===== config.mk =====
export PLATFORM = sky130hd
export DESIGN_NAME = twb_slave
export DESIGN_NICKNAME = d
export VERILOG_FILES = /design/src/rtl/twb_pkg.sv /design/src/rtl/twb_line_sync.sv /design/src/rtl/twb_bus_events.sv /design/src/rtl/twb_engine.sv /design/src/rtl/twb_slave.sv
export SDC_FILE = /design/constraint.sdc
export NUM_CORES = 1
export LEC_CHECK = 0
export BUFFER_PORTS_ARGS = -buffer_cell sky130_fd_sc_hd__buf_2
export CAP_MARGIN = 20
export CORE_MARGIN = 3
export CORE_UTILIZATION = 57
export DETAILED_ROUTE_END_ITERATION = 7
export HOLD_SLACK_MARGIN = 0.06
export PLACE_DENSITY = 0.79
export REMOVE_ABC_BUFFERS = 1
export SYNTH_ARGS = -nofsm -noshare
export SYNTH_HDL_FRONTEND = slang
export SYNTH_SLANG_ARGS = --single-unit

===== constraint.sdc =====
create_clock -name clk -period 2.6 [get_ports clk]
set_clock_uncertainty 0.15 [all_clocks]
set_input_delay 0 -clock clk [delete_from_list [all_inputs] [get_ports clk]]
set_output_delay 0 -clock clk [all_outputs]
set_load 0.02 [all_outputs]

===== src/rtl/twb_pkg.sv =====
package twb_pkg;
  localparam int ADDR_W = 7;

  typedef enum logic [3:0] {
    S_IDLE, S_ADDR, S_ADEC, S_AACK,
    S_WDAT, S_WDEC, S_WACK,
    S_RDAT, S_RACK, S_SKIP
  } eng_state_t;

  // Decide whether an address packet is acknowledged.
  function automatic logic addr_accept(input logic [ADDR_W-1:0] a,
                                       input logic rw,
                                       input logic [ADDR_W-1:0] own,
                                       input logic gc_en,
                                       input logic busy);
    logic reserved, own_hit, gc_hit;
    reserved = (a[ADDR_W-1:ADDR_W-4] == 4'hF);
    own_hit  = (a == own) && (a != '0) && !reserved;
    gc_hit   = (a == '0) && !rw && gc_en;
    return !busy && (own_hit || gc_hit);
  endfunction
endpackage


===== src/rtl/twb_line_sync.sv =====
module twb_line_sync #(
  parameter int STAGES = 2
) (
  input  logic clk,
  input  logic rst_n,
  input  logic din,
  output logic level,
  output logic prev
);
  logic [STAGES-1:0] sr;

  generate
    if (STAGES == 1) begin : g_one
      always_ff @(posedge clk or negedge rst_n)
        if (!rst_n) sr <= '1;
        else        sr <= din;
    end else begin : g_many
      always_ff @(posedge clk or negedge rst_n)
        if (!rst_n) sr <= '1;
        else        sr <= {sr[STAGES-2:0], din};
    end
  endgenerate

  assign level = sr[STAGES-1];

  always_ff @(posedge clk or negedge rst_n)
    if (!rst_n) prev <= 1'b1;
    else        prev <= level;
endmodule


===== src/rtl/twb_bus_events.sv =====
module twb_bus_events (
  input  logic scl_s,
  input  logic scl_p,
  input  logic sda_s,
  input  logic sda_p,
  output logic ev_start,
  output logic ev_stop,
  output logic scl_rise,
  output logic scl_fall
);
  logic scl_held;
  assign scl_held = scl_s && scl_p;
  assign ev_start = scl_held && sda_p && !sda_s;
  assign ev_stop  = scl_held && !sda_p && sda_s;
  assign scl_rise = scl_s && !scl_p;
  assign scl_fall = !scl_s && scl_p;
endmodule


===== src/rtl/twb_engine.sv =====
module twb_engine
  import twb_pkg::*;
#(
  parameter int DATA_W = 8
) (
  input  logic              clk,
  input  logic              rst_n,
  input  logic              ev_start,
  input  logic              ev_stop,
  input  logic              scl_rise,
  input  logic              scl_fall,
  input  logic              sda_s,
  input  logic [ADDR_W-1:0] own_addr,
  input  logic              gc_en,
  input  logic              busy,
  input  logic [DATA_W-1:0] tx_data,
  output logic              sda_oe,
  output logic              rx_valid,
  output logic [DATA_W-1:0] rx_data,
  output logic              tx_taken,
  output logic              st_active,
  output logic              st_read,
  output logic              st_gcall
);
  localparam int ABYTE_W = ADDR_W + 1;
  localparam int MAX_W   = (DATA_W > ABYTE_W) ? DATA_W : ABYTE_W;
  localparam int CNT_W   = $clog2(MAX_W);
  localparam logic [CNT_W-1:0] ALAST = CNT_W'(ABYTE_W - 1);
  localparam logic [CNT_W-1:0] DLAST = CNT_W'(DATA_W - 1);

  eng_state_t         state;
  logic [CNT_W-1:0]   cnt;
  logic [ABYTE_W-1:0] asr;
  logic [DATA_W-1:0]  dsr;
  logic [DATA_W-1:0]  txsh;
  logic               ack_pend;
  logic               is_gc;
  logic               m_ack;

  always_ff @(posedge clk or negedge rst_n) begin
    if (!rst_n) begin
      state     <= S_IDLE;
      cnt       <= '0;
      asr       <= '0;
      dsr       <= '0;
      txsh      <= '0;
      ack_pend  <= 1'b0;
      is_gc     <= 1'b0;
      m_ack     <= 1'b0;
      sda_oe    <= 1'b0;
      rx_valid  <= 1'b0;
      rx_data   <= '0;
      tx_taken  <= 1'b0;
      st_active <= 1'b0;
      st_read   <= 1'b0;
      st_gcall  <= 1'b0;
    end else begin
      rx_valid <= 1'b0;
      tx_taken <= 1'b0;
      if (ev_start) begin
        state     <= S_ADDR;
        cnt       <= '0;
        sda_oe    <= 1'b0;
        st_active <= 1'b0;
        st_read   <= 1'b0;
        st_gcall  <= 1'b0;
      end else if (ev_stop) begin
        state     <= S_IDLE;
        sda_oe    <= 1'b0;
        st_active <= 1'b0;
        st_read   <= 1'b0;
        st_gcall  <= 1'b0;
      end else begin
        case (state)
          S_ADDR: if (scl_rise) begin
            asr <= {asr[ABYTE_W-2:0], sda_s};
            if (cnt == ALAST) begin
              ack_pend <= addr_accept(asr[ADDR_W-1:0], sda_s, own_addr, gc_en, busy);
              is_gc    <= (asr[ADDR_W-1:0] == '0);
              state    <= S_ADEC;
            end else begin
              cnt <= cnt + CNT_W'(1);
            end
          end
          S_ADEC: if (scl_fall) begin
            sda_oe <= ack_pend;
            if (ack_pend) begin
              st_active <= 1'b1;
              st_read   <= asr[0];
              st_gcall  <= is_gc;
            end
            state <= S_AACK;
          end
          S_AACK: if (scl_fall) begin
            cnt <= '0;
            if (!ack_pend) begin
              sda_oe <= 1'b0;
              state  <= S_SKIP;
            end else if (st_read) begin
              txsh     <= tx_data;
              sda_oe   <= !tx_data[DATA_W-1];
              tx_taken <= 1'b1;
              state    <= S_RDAT;
            end else begin
              sda_oe <= 1'b0;
              state  <= S_WDAT;
            end
          end
          S_WDAT: if (scl_rise) begin
            dsr <= {dsr[DATA_W-2:0], sda_s};
            if (cnt == DLAST) begin
              ack_pend <= !busy;
              if (!busy) begin
                rx_valid <= 1'b1;
                rx_data  <= {dsr[DATA_W-2:0], sda_s};
              end
              state <= S_WDEC;
            end else begin
              cnt <= cnt + CNT_W'(1);
            end
          end
          S_WDEC: if (scl_fall) begin
            sda_oe <= ack_pend;
            state  <= S_WACK;
          end
          S_WACK: if (scl_fall) begin
            sda_oe <= 1'b0;
            cnt    <= '0;
            state  <= S_WDAT;
          end
          S_RDAT: if (scl_fall) begin
            if (cnt == DLAST) begin
              sda_oe <= 1'b0;
              state  <= S_RACK;
            end else begin
              txsh   <= {txsh[DATA_W-2:0], 1'b0};
              sda_oe <= !txsh[DATA_W-2];
              cnt    <= cnt + CNT_W'(1);
            end
          end
          S_RACK: begin
            if (scl_rise) m_ack <= !sda_s;
            if (scl_fall) begin
              cnt <= '0;
              if (m_ack) begin
                txsh     <= tx_data;
                sda_oe   <= !tx_data[DATA_W-1];
                tx_taken <= 1'b1;
                state    <= S_RDAT;
              end else begin
                state <= S_SKIP;
              end
            end
          end
          default: ;
        endcase
      end
    end
  end
endmodule


===== src/rtl/twb_slave.sv =====
module twb_slave
  import twb_pkg::*;
#(
  parameter int DATA_W      = 8,
  parameter int SYNC_STAGES = 2
) (
  input  logic              clk,
  input  logic              rst_n,
  input  logic              scl_i,
  input  logic              sda_i,
  output logic              sda_oe,
  input  logic [ADDR_W-1:0] own_addr,
  input  logic              gc_en,
  input  logic              busy,
  output logic              rx_valid,
  output logic [DATA_W-1:0] rx_data,
  input  logic [DATA_W-1:0] tx_data,
  output logic              tx_taken,
  output logic              st_active,
  output logic              st_read,
  output logic              st_gcall
);
  localparam int NLINES = 2;

  logic [NLINES-1:0] raw_lines, lvl, prv;
  logic scl_s, scl_p, sda_s, sda_p;
  logic ev_start, ev_stop, scl_rise, scl_fall;

  assign raw_lines = {sda_i, scl_i};

  generate
    for (genvar g = 0; g < NLINES; g++) begin : g_sync
      twb_line_sync #(.STAGES(SYNC_STAGES)) u_sync (
        .clk  (clk),
        .rst_n(rst_n),
        .din  (raw_lines[g]),
        .level(lvl[g]),
        .prev (prv[g])
      );
    end
  endgenerate

  assign scl_s = lvl[0];
  assign scl_p = prv[0];
  assign sda_s = lvl[1];
  assign sda_p = prv[1];

  twb_bus_events u_events (
    .scl_s   (scl_s),
    .scl_p   (scl_p),
    .sda_s   (sda_s),
    .sda_p   (sda_p),
    .ev_start(ev_start),
    .ev_stop (ev_stop),
    .scl_rise(scl_rise),
    .scl_fall(scl_fall)
  );

  twb_engine #(.DATA_W(DATA_W)) u_engine (
    .clk      (clk),
    .rst_n    (rst_n),
    .ev_start (ev_start),
    .ev_stop  (ev_stop),
    .scl_rise (scl_rise),
    .scl_fall (scl_fall),
    .sda_s    (sda_s),
    .own_addr (own_addr),
    .gc_en    (gc_en),
    .busy     (busy),
    .tx_data  (tx_data),
    .sda_oe   (sda_oe),
    .rx_valid (rx_valid),
    .rx_data  (rx_data),
    .tx_taken (tx_taken),
    .st_active(st_active),
    .st_read  (st_read),
    .st_gcall (st_gcall)
  );
endmodule


==> results of run 1 <==
power by group:
part	leakage [nW]	switching [W]	total [W]	internal, W
clock	0.0644	0.000250	0.000634	0.000383
sequential	0.656	0.000233	0.00121	0.000973
combinational	0.767	0.000609	0.00116	0.000552
cell type report:
cell class | count | share of cell area (%)
Sequential cell | 51 | 40.9
Tap cell | 52 | 2.07
Inverter | 4 | 0.479
Clock buffer | 5 | 2.19
Timing Repair Buffer | 56 | 11.6
Clock inverter | 3 | 2.15
Multi-Input combinational cell | 178 | 40.5
synthesized netlist by cell type, drive strengths merged, types with 3 or more instances:
master and number:
nor2b 5, mux2 33, xnor2 7, clkbuf 4, ha 3, nand2 22
nand3 5, dfrtp 45, nor4b 4, a21oi 9, nor3 8, dfstp 6
inv 4, nor2 20, a22o 5, a31oi 4, o21ai 18, buf 5
nor4 3
how the worst max path moves through the flow:
stage                      startpoint          endpoint  depth (start not counted)
floorplan           u_engine.state[0]  u_engine.txsh[1]                          5
global placement    u_engine.state[0]  u_engine.txsh[3]                          6
detailed placement  u_engine.state[2]  u_engine.txsh[3]                          5
CTS                 u_engine.state[0]  u_engine.txsh[3]                          6
global route        u_engine.state[0]  u_engine.txsh[3]                          6
finish              u_engine.state[2]  u_engine.txsh[3]                          5
timing repair:
action	in CTS	in global routing
gates resized for setup	0	0
hold buffers	12	0
endpoints found under the hold margin	40	0
sequential cells by signal (all words and copies together), names as in the netlist:
| register | flops |
|---|---|
| u_engine.rx_data | 8 |
| u_engine.asr | 7 |
| u_engine.dsr | 7 |
| u_engine.txsh | 7 |
| g_sync.u_sync.sr | 4 |
| u_engine.state | 4 |
| u_engine.cnt | 3 |
| g_sync.u_sync.prev | 2 |
| u_engine.ack_pend | 1 |
| u_engine.is_gc | 1 |
| u_engine.m_ack | 1 |
| u_engine.rx_valid | 1 |
| u_engine.sda_oe | 1 |
| u_engine.st_active | 1 |
| u_engine.st_gcall | 1 |
| u_engine.st_read | 1 |
| u_engine.tx_taken | 1 |
worst max-delay path, cell delays in order, from the launching register on:
cell and delay [ns]:
dfrtp_1 0.60, nor2b_1 0.28, nand3_2 0.21, o21ai_1 0.14, nor4b_4 0.50, mux2_2 0.40
metrics by stage:
step	setup WS [ns]	cell area (µm²)	util, %
5_1_grt	0.0955	3140	71.5
2_1_floorplan	0.397	2570	-
6_report	0.218	3140	71.5
4_1_cts	0.253	3140	71.5
3_5_place_dp	0.279	2880	65.7
3_3_place_gp	0.318	2880	65.7
metal layers:
metal	GRT usage, %	part of all wire, %	up-vias	wire, µm
met5	0	0	-	0
met4	7.04	1.3	0	68
met3	3.97	4.7	8	257
met2	35.3	48	65	2620
met1	30.1	46	955	2490
li1	-	-	980	-
logic make-up (layout without fill, tap and decap cells):
kind of cell / Yosys count / in the layout / share of synthesized area, %
muxes: 35 / 35 / 15.0
xor gates and xnor gates: 8 / 8 / 2.68
buffers and inverters: 13 / 68 / 2.44
and+or+nand+nor: 86 / 86 / 18.4
adders and majority gates: 3 / 3 / 1.43
AOI/OAI and AO/OA: 46 / 46 / 11.1
DFF: 51 / 51 / 49.0
==> results.toml, run 1 <==
[final_layout]
fillers = 310
layout_common_cells = "dfrtp_1, buf_2, mux2_2, nand2_1, nor2_1"
layout_commonest_cell = "dfrtp_1"
num_antenna_cells = 0
area_delta_synth_final_pct = 19.8
fin_cells = 349
layout.nets = 320
multi_input_area_mm2 = 0.00127
seq_area_mm2 = 0.00128
drive_gt1_share_pct = 33.0

[critical_path]
worstPathRequired_ns = 2.63
crit_path_start_kind = "register"
end_kind = "register"
regToRegSetupSlack_ns = 0.22
crit_arrival_ns = 2.41
crit_type = "reg -> reg"
r2r-end = "u_engine.txsh[3]"
worst-r2r-cell-count = 5
rr_startpoint = "u_engine.state[2]"
cp_max_fo = 19

[timing]
slew_headroom_pct = 55.1
fin_hold_ws_ns = 0.115
achievable-frequency_mhz = 420
slew_violations = 0
fin_setup_tns_ns = 0
setup_viol = 0
rsz0062_at_grt = "false"
min_period_over_period_pct = 91.6
worstMarginPinSlew_ns = 0.673
fin_crit_ns = 2.38
hold_viol = 0

[clock_tree]
htreeDepth = 2
clk_latency_ns = 0.29
cts_inserted_buffers = 5
clock-sinks = 51
cts_tree = "yes"
clk_pin_slew_ns = 0.09
max-clock-path-buffers = 2
root_buffer = "clkbuf_8"
postCtsSetupBuffers = 0

[power]
ir_worst_vdd_mv = 0.654
p_per_area_mw_per_mm2 = 957
finalPower_w = 0.00300
leakagePower_nw = 1.49

[logic_synthesis]
synth-edff-count = 0
syn-mean-instance-area_um2 = 10.8
synth_area_mm2 = 0.00262
synthDistinctLibCells = 51
syn_inst = 242
yosysTopAreaCell = "dfrtp_1"
ys.warnings.count = 0
netlist_top_cells_area = "dfrtp_1, mux2_2, dfstp_2"
dominantRegCellSynth = "dfrtp_1"
ys_ff_latch = 51
yosysSeqAreaShare_pct = 49.0
yosysTopAreaCellShare_pct = 43.0
async_flop_share_pct = 100

[global_routing]
grtUsageTotal_pct = 22.0
grt_max_degree = 33
antenna_found_initial = 0
grt_pass1_wl_mm = 9.17
grt-ovfl-total = 0
grt_pass1_vias = 1994

[floorplanning]
dieWidth_um = 73.8
die-area_mm2 = 0.00544
core.rowCount = 24
die_y_um = 73.8
start_util_pct = 59.7
coreArea_mm2 = 0.00438
pin_count = 35

[placement]
portBuffers = 34
dpl.cell_count = 329
place_congestion = 0.928
dpl.hpwl_mm = 3.96

[drt]
ant_nets = 0
vias = 2008
via_per_inst = 5.75
routed_wl_mm = 5.44
firstDrtPassIters = 5
drt_iter0_drc = 187
drc_errors = 0
wl_per_cell_um = 15.6

[worst_hold_path]
holdCritPathClass = "in -> async"

[status]
outcome = "finished, final reports clean"

[job]
max_cap_violations = 0
No activity file was read; power rests on OpenSTA's default activity.
==> run 2, diff against run 1 <==
--- a/config.mk
+++ b/config.mk
@@ -9,6 +9,7 @@
 export CAP_MARGIN = 20
 export CORE_MARGIN = 3
 export CORE_UTILIZATION = 57
+export CTS_CLUSTER_SIZE = 16
 export DETAILED_ROUTE_END_ITERATION = 7
 export HOLD_SLACK_MARGIN = 0.06
 export PLACE_DENSITY = 0.79
==> constraint.sdc (replaced) <==
create_clock -name clk -period 2.6 [get_ports clk]
set_clock_uncertainty 0.15 [all_clocks]
set_input_delay 0.13 -clock clk [delete_from_list [all_inputs] [get_ports clk]]
set_output_delay 0.13 -clock clk [all_outputs]
set_load 0.02 [all_outputs]
==> run 2 against run 1 <==
Effect of this change:
- largest cell class unchanged
- non-clock buffer count shrank 1
- core utilization shrank 0.83 points
- critical path type unchanged
- largest power group unchanged
- first-iteration DRC count rose by 5.9%
- sequential power about the same
==> results.toml, run 2 (synthesis results as in run 1) <==
[clock_tree]
clk_latency_ns = 0.30
ctsResizeCount = 0
root_buffer = "clkbuf_8"
postCtsSetupBuffers = 0
clk_pin_slew_ns = 0.09
cts_inserted_buffers = 5
clock-sinks = 51
cts_tree = "yes"
cts_hold_buf = 11
max-clock-path-buffers = 2
htreeDepth = 2

[timing]
achievable-frequency_mhz = 410
min_period_over_period_pct = 93.7
fin_crit_ns = 2.44
slew_violations = 0
fin_ws_ns = 0.164
slew_headroom_pct = 60.0
fin_setup_tns_ns = 0
fin_hold_ws_ns = 0.0989
worstMarginPinSlew_ns = 0.600
hold_viol = 0
setup_viol = 0
rsz0062_at_grt = "false"

[critical_path]
worst-r2r-cell-count = 6
crit_path_start_kind = "register"
r2r-end = "u_engine.txsh[4]"
crit_arrival_ns = 2.48
rr_startpoint = "u_engine.state[0]"
end_kind = "register"
cp_max_fo = 15
regToRegSetupSlack_ns = 0.16
crit_type = "reg -> reg"
worstPathRequired_ns = 2.64

[drt]
via_per_inst = 5.85
firstDrtPassIters = 4
wl_per_cell_um = 16.2
routed_wl_mm = 5.63
vias = 2037
drt_iter0_drc = 198
ant_nets = 0
drc_errors = 0

[power]
leakagePower_nw = 1.47
p_per_area_mw_per_mm2 = 941
ir_worst_vdd_mv = 0.465

[global_routing]
antenna_found_initial = 0
grt_pass1_vias = 2026
grt-ovfl-total = 0
grtUsageTotal_pct = 22.9
grt_pass1_wl_mm = 9.48
grt_max_degree = 27

[floorplanning]
dieWidth_um = 73.8
start_util_pct = 59.7
pin_count = 35
die_y_um = 73.8
die-area_mm2 = 0.00544
core.rowCount = 24
coreArea_mm2 = 0.00438

[placement]
pre_cts_ws_ns = 0.248
portBuffers = 34
dpl.hpwl_mm = 4.00
place_congestion = 0.925

[worst_hold_path]
holdCritPathClass = "in -> reg"
whs_path_depth = 3
min_from = "gc_en"
min_to = "u_engine.ack_pend"

[final_layout]
layout.nets = 319
regMostFlops = "u_engine.rx_data"
layout_common_cells = "dfrtp_1, buf_2, mux2_2, nand2_1, nor2_1"
layout_commonest_cell = "dfrtp_1"
num_antenna_cells = 0
fillers = 322
area_delta_synth_final_pct = 18.4
drive_gt1_share_pct = 32.8
largest_reg_flops = 8

[job]
max_cap_violations = 0

[status]
outcome = "finished, final reports clean"
## run 2: through the flow
step           std cells  area, µm²  power (W)  util, %
4_1_cts              348       3100    0.00291     70.7
3_3_place_gp         329       2880    0.00233     65.7
5_1_grt              348       3100    0.00313     70.7
6_report             348       3100    0.00292     70.7
2_1_floorplan        233       2570    0.00199        -
3_5_place_dp         329       2880    0.00235     65.7
## run 2: worst max-delay path: stages (launching register included)
cell,delay (ns)
dfrtp_1,0.55
buf_4,0.26
nor4b_4,0.30
nand2_2,0.10
o21ai_2,0.07
nor4b_4,0.49
mux2_2,0.40
## run 2: worst max-delay path by stage
stage / start / to / slack [ns]
floorplan: u_engine.state[0] / u_engine.txsh[1] / 0.40
global placement: u_engine.state[0] / u_engine.txsh[3] / 0.31
detailed placement: u_engine.state[0] / u_engine.txsh[4] / 0.25
CTS: u_engine.state[0] / u_engine.txsh[4] / 0.22
global route: u_engine.state[0] / u_engine.txsh[6] / 0.05
finish: u_engine.state[0] / u_engine.txsh[4] / 0.16
## run 2: layer usage
metal / share of wire [%] / global-route usage (%)
met5: 0 / 0
met2: 49 / 36.2
met3: 6.9 / 5.06
met1: 43 / 30.5
met4: 1.2 / 9.05
## run 2: layout make-up
type,instances,area [µm²],area share [%]
clock buffer,6,72.6,2.34
clock inverter,2,37.5,1.21
inverter,4,15.0,0.484
multi-input combinational,178,1270,41.0
sequential,51,1280,41.4
tap,52,65.1,2.10
timing repair buffer,55,355,11.5
## run 2: power breakdown
group          switching, W  internal [W]
combinational      0.000623      0.000552
clock              0.000247      0.000287
sequential         0.000235      0.000973
==> run 3, diff against run 2 <==
--- a/config.mk
+++ b/config.mk
@@ -12,8 +12,10 @@
 export CTS_CLUSTER_SIZE = 16
 export DETAILED_ROUTE_END_ITERATION = 7
 export HOLD_SLACK_MARGIN = 0.06
+export MAX_ROUTING_LAYER = met4
 export PLACE_DENSITY = 0.79
 export REMOVE_ABC_BUFFERS = 1
+export SETUP_SLACK_MARGIN = 0.3
 export SYNTH_ARGS = -nofsm -noshare
 export SYNTH_HDL_FRONTEND = slang
 export SYNTH_SLANG_ARGS = --single-unit
==> run 3 against run 2 <==
Effect of this change:
- count of clock-buffer cells in the layout increased by 1
- wire length rose by 4.1%
- via count rose by 3.8%
- critical endpoint is now u_engine.state[3]
- largest power group is now combinational cells
==> results.toml, run 3 (synthesis results as in run 1) <==
[status]
outcome = "finished, final reports clean"

[worst_hold_path]
min_from = "gc_en"
holdCritPathClass = "in -> reg"

[global_routing]
grtUsageTotal_pct = 23.1
antenna_found_initial = 0
grt_pass1_wl_mm = 9.40
grt-ovfl-total = 0
grt_max_degree = 28
grt_pass1_vias = 2006

[job]
max_cap_violations = 0

[drt]
firstDrtPassIters = 5
drc_errors = 0
ant_nets = 0
wl_per_cell_um = 16.5
via_per_inst = 5.95
vias = 2114
drt_iter0_drc = 244
routed_wl_mm = 5.86

[final_layout]
layout.nets = 325
layout_common_cells = "dfrtp_1, buf_2, mux2_2, nand2_1, nor2_1"
area_delta_synth_final_pct = 20.3
drive_gt1_share_pct = 35.8
largest_reg_flops = 8
fin_util_pct = 71.9
fin_cells = 355
layout_commonest_cell = "dfrtp_1"
regMostFlops = "u_engine.rx_data"

[floorplanning]
pin_count = 35
core.rowCount = 24
start_util_pct = 59.7
coreArea_mm2 = 0.00438
dieWidth_um = 73.8
die-area_mm2 = 0.00544
die_y_um = 73.8

[critical_path]
startpoint = "u_engine.cnt[0]"
rr_startpoint = "u_engine.cnt[0]"
end_kind = "register"
crit_type = "reg -> reg"
worstPathRequired_ns = 2.62
crit_arrival_ns = 2.21
cp_max_fo = 5
crit_path_start_kind = "register"

[clock_tree]
htreeDepth = 2
max-clock-path-buffers = 2
cts_tree = "yes"
cts_inserted_buffers = 5
clk_pin_slew_ns = 0.09
clock-sinks = 51
clk_latency_ns = 0.30
root_buffer = "clkbuf_8"

[timing]
fin_setup_tns_ns = 0
slew_headroom_pct = 61.0
achievable-frequency_mhz = 455
fin_ws_ns = 0.404
slew_violations = 0
rsz0062_at_grt = "false"
setup_viol = 0
worstMarginPinSlew_ns = 0.585
min_period_over_period_pct = 84.5
fin_crit_ns = 2.20
hold_viol = 0

[placement]
dpl.cell_count = 329
pre_cts_ws_ns = 0.263
portBuffers = 34
dpl.hpwl_mm = 4.00
place_congestion = 1.03

[power]
ir_worst_vdd_mv = 0.559
p_per_area_mw_per_mm2 = 926
leakagePower_nw = 1.49
run 3: cell types whose count changed in the layout (fill, tap and decap cells not counted), sizes merged:
cell	change
diode	+1
clkinvlp	-1
clkbuf	+1
clkinv	+1
bufinv	-1
buf	+6
run 3: final cells by class:
type                       count  area, µm²
sequential                    51       1290
fill                         307       1230
clock buffer                   7       86.3
clock inverter                 1       5.00
tap                           52       65.1
timing repair buffer          61        400
multi-input combinational    178       1290
antenna                        1       2.50
inverter                       4       15.0
run 3: power breakdown:
group / leakage, nW / switching, W / internal (W)
combinational: 0.793 / 0.000647 / 0.000594
clock: 0.0482 / 0.000249 / 0.000215
sequential: 0.653 / 0.000233 / 0.000979
run 3: metrics by stage:
step	power (W)	hold slack (ns)	area, µm²
2_1_floorplan	0.00199	-0.316	2570
3_3_place_gp	0.00234	0.00729	2880
3_5_place_dp	0.00234	0.00843	2880
4_1_cts	0.00283	0.103	3100
5_1_grt	0.00310	0.164	3150
6_report	0.00292	0.0980	3150
run 3: final timing paths:
path                                                to  slack [ns]  cells past startpoint
worst max-delay path                 u_engine.state[3]        0.40                      7
worst min-delay path                 u_engine.ack_pend         0.1                      3
worst max register to register       u_engine.state[3]        0.40                      7
worst min register to register  g_sync[1].u_sync.sr[1]        0.21                      0
max in group asynchronous        g_sync[1].u_sync.prev        1.39                      3
min in group asynchronous              u_engine.cnt[1]        0.21                      2
run 3: critical path: stages, from the launching register on:
cell	delay, ns
dfrtp_1	0.38
ha_1	0.23
ha_4	0.19
nand3b_1	0.14
and3_1	0.20
or3_1	0.41
nor4_1	0.29
nor3_1	0.07
run 3: repair_timing:
item                                    in CTS  in global routing
pin swaps                                    0                  0
setup buffers                                3                  3
gates resized for setup                      0                  6
hold buffers                                11                  0
endpoints found under the setup margin       6                 25
hold endpoints to repair                    35                  0
run 3: layer usage:
layer  GRT usage [%]  wire length (µm)
met1            30.3              2540
met2            36.5              2880
met3            4.51               370
met4            6.24                61
met5               -                 0
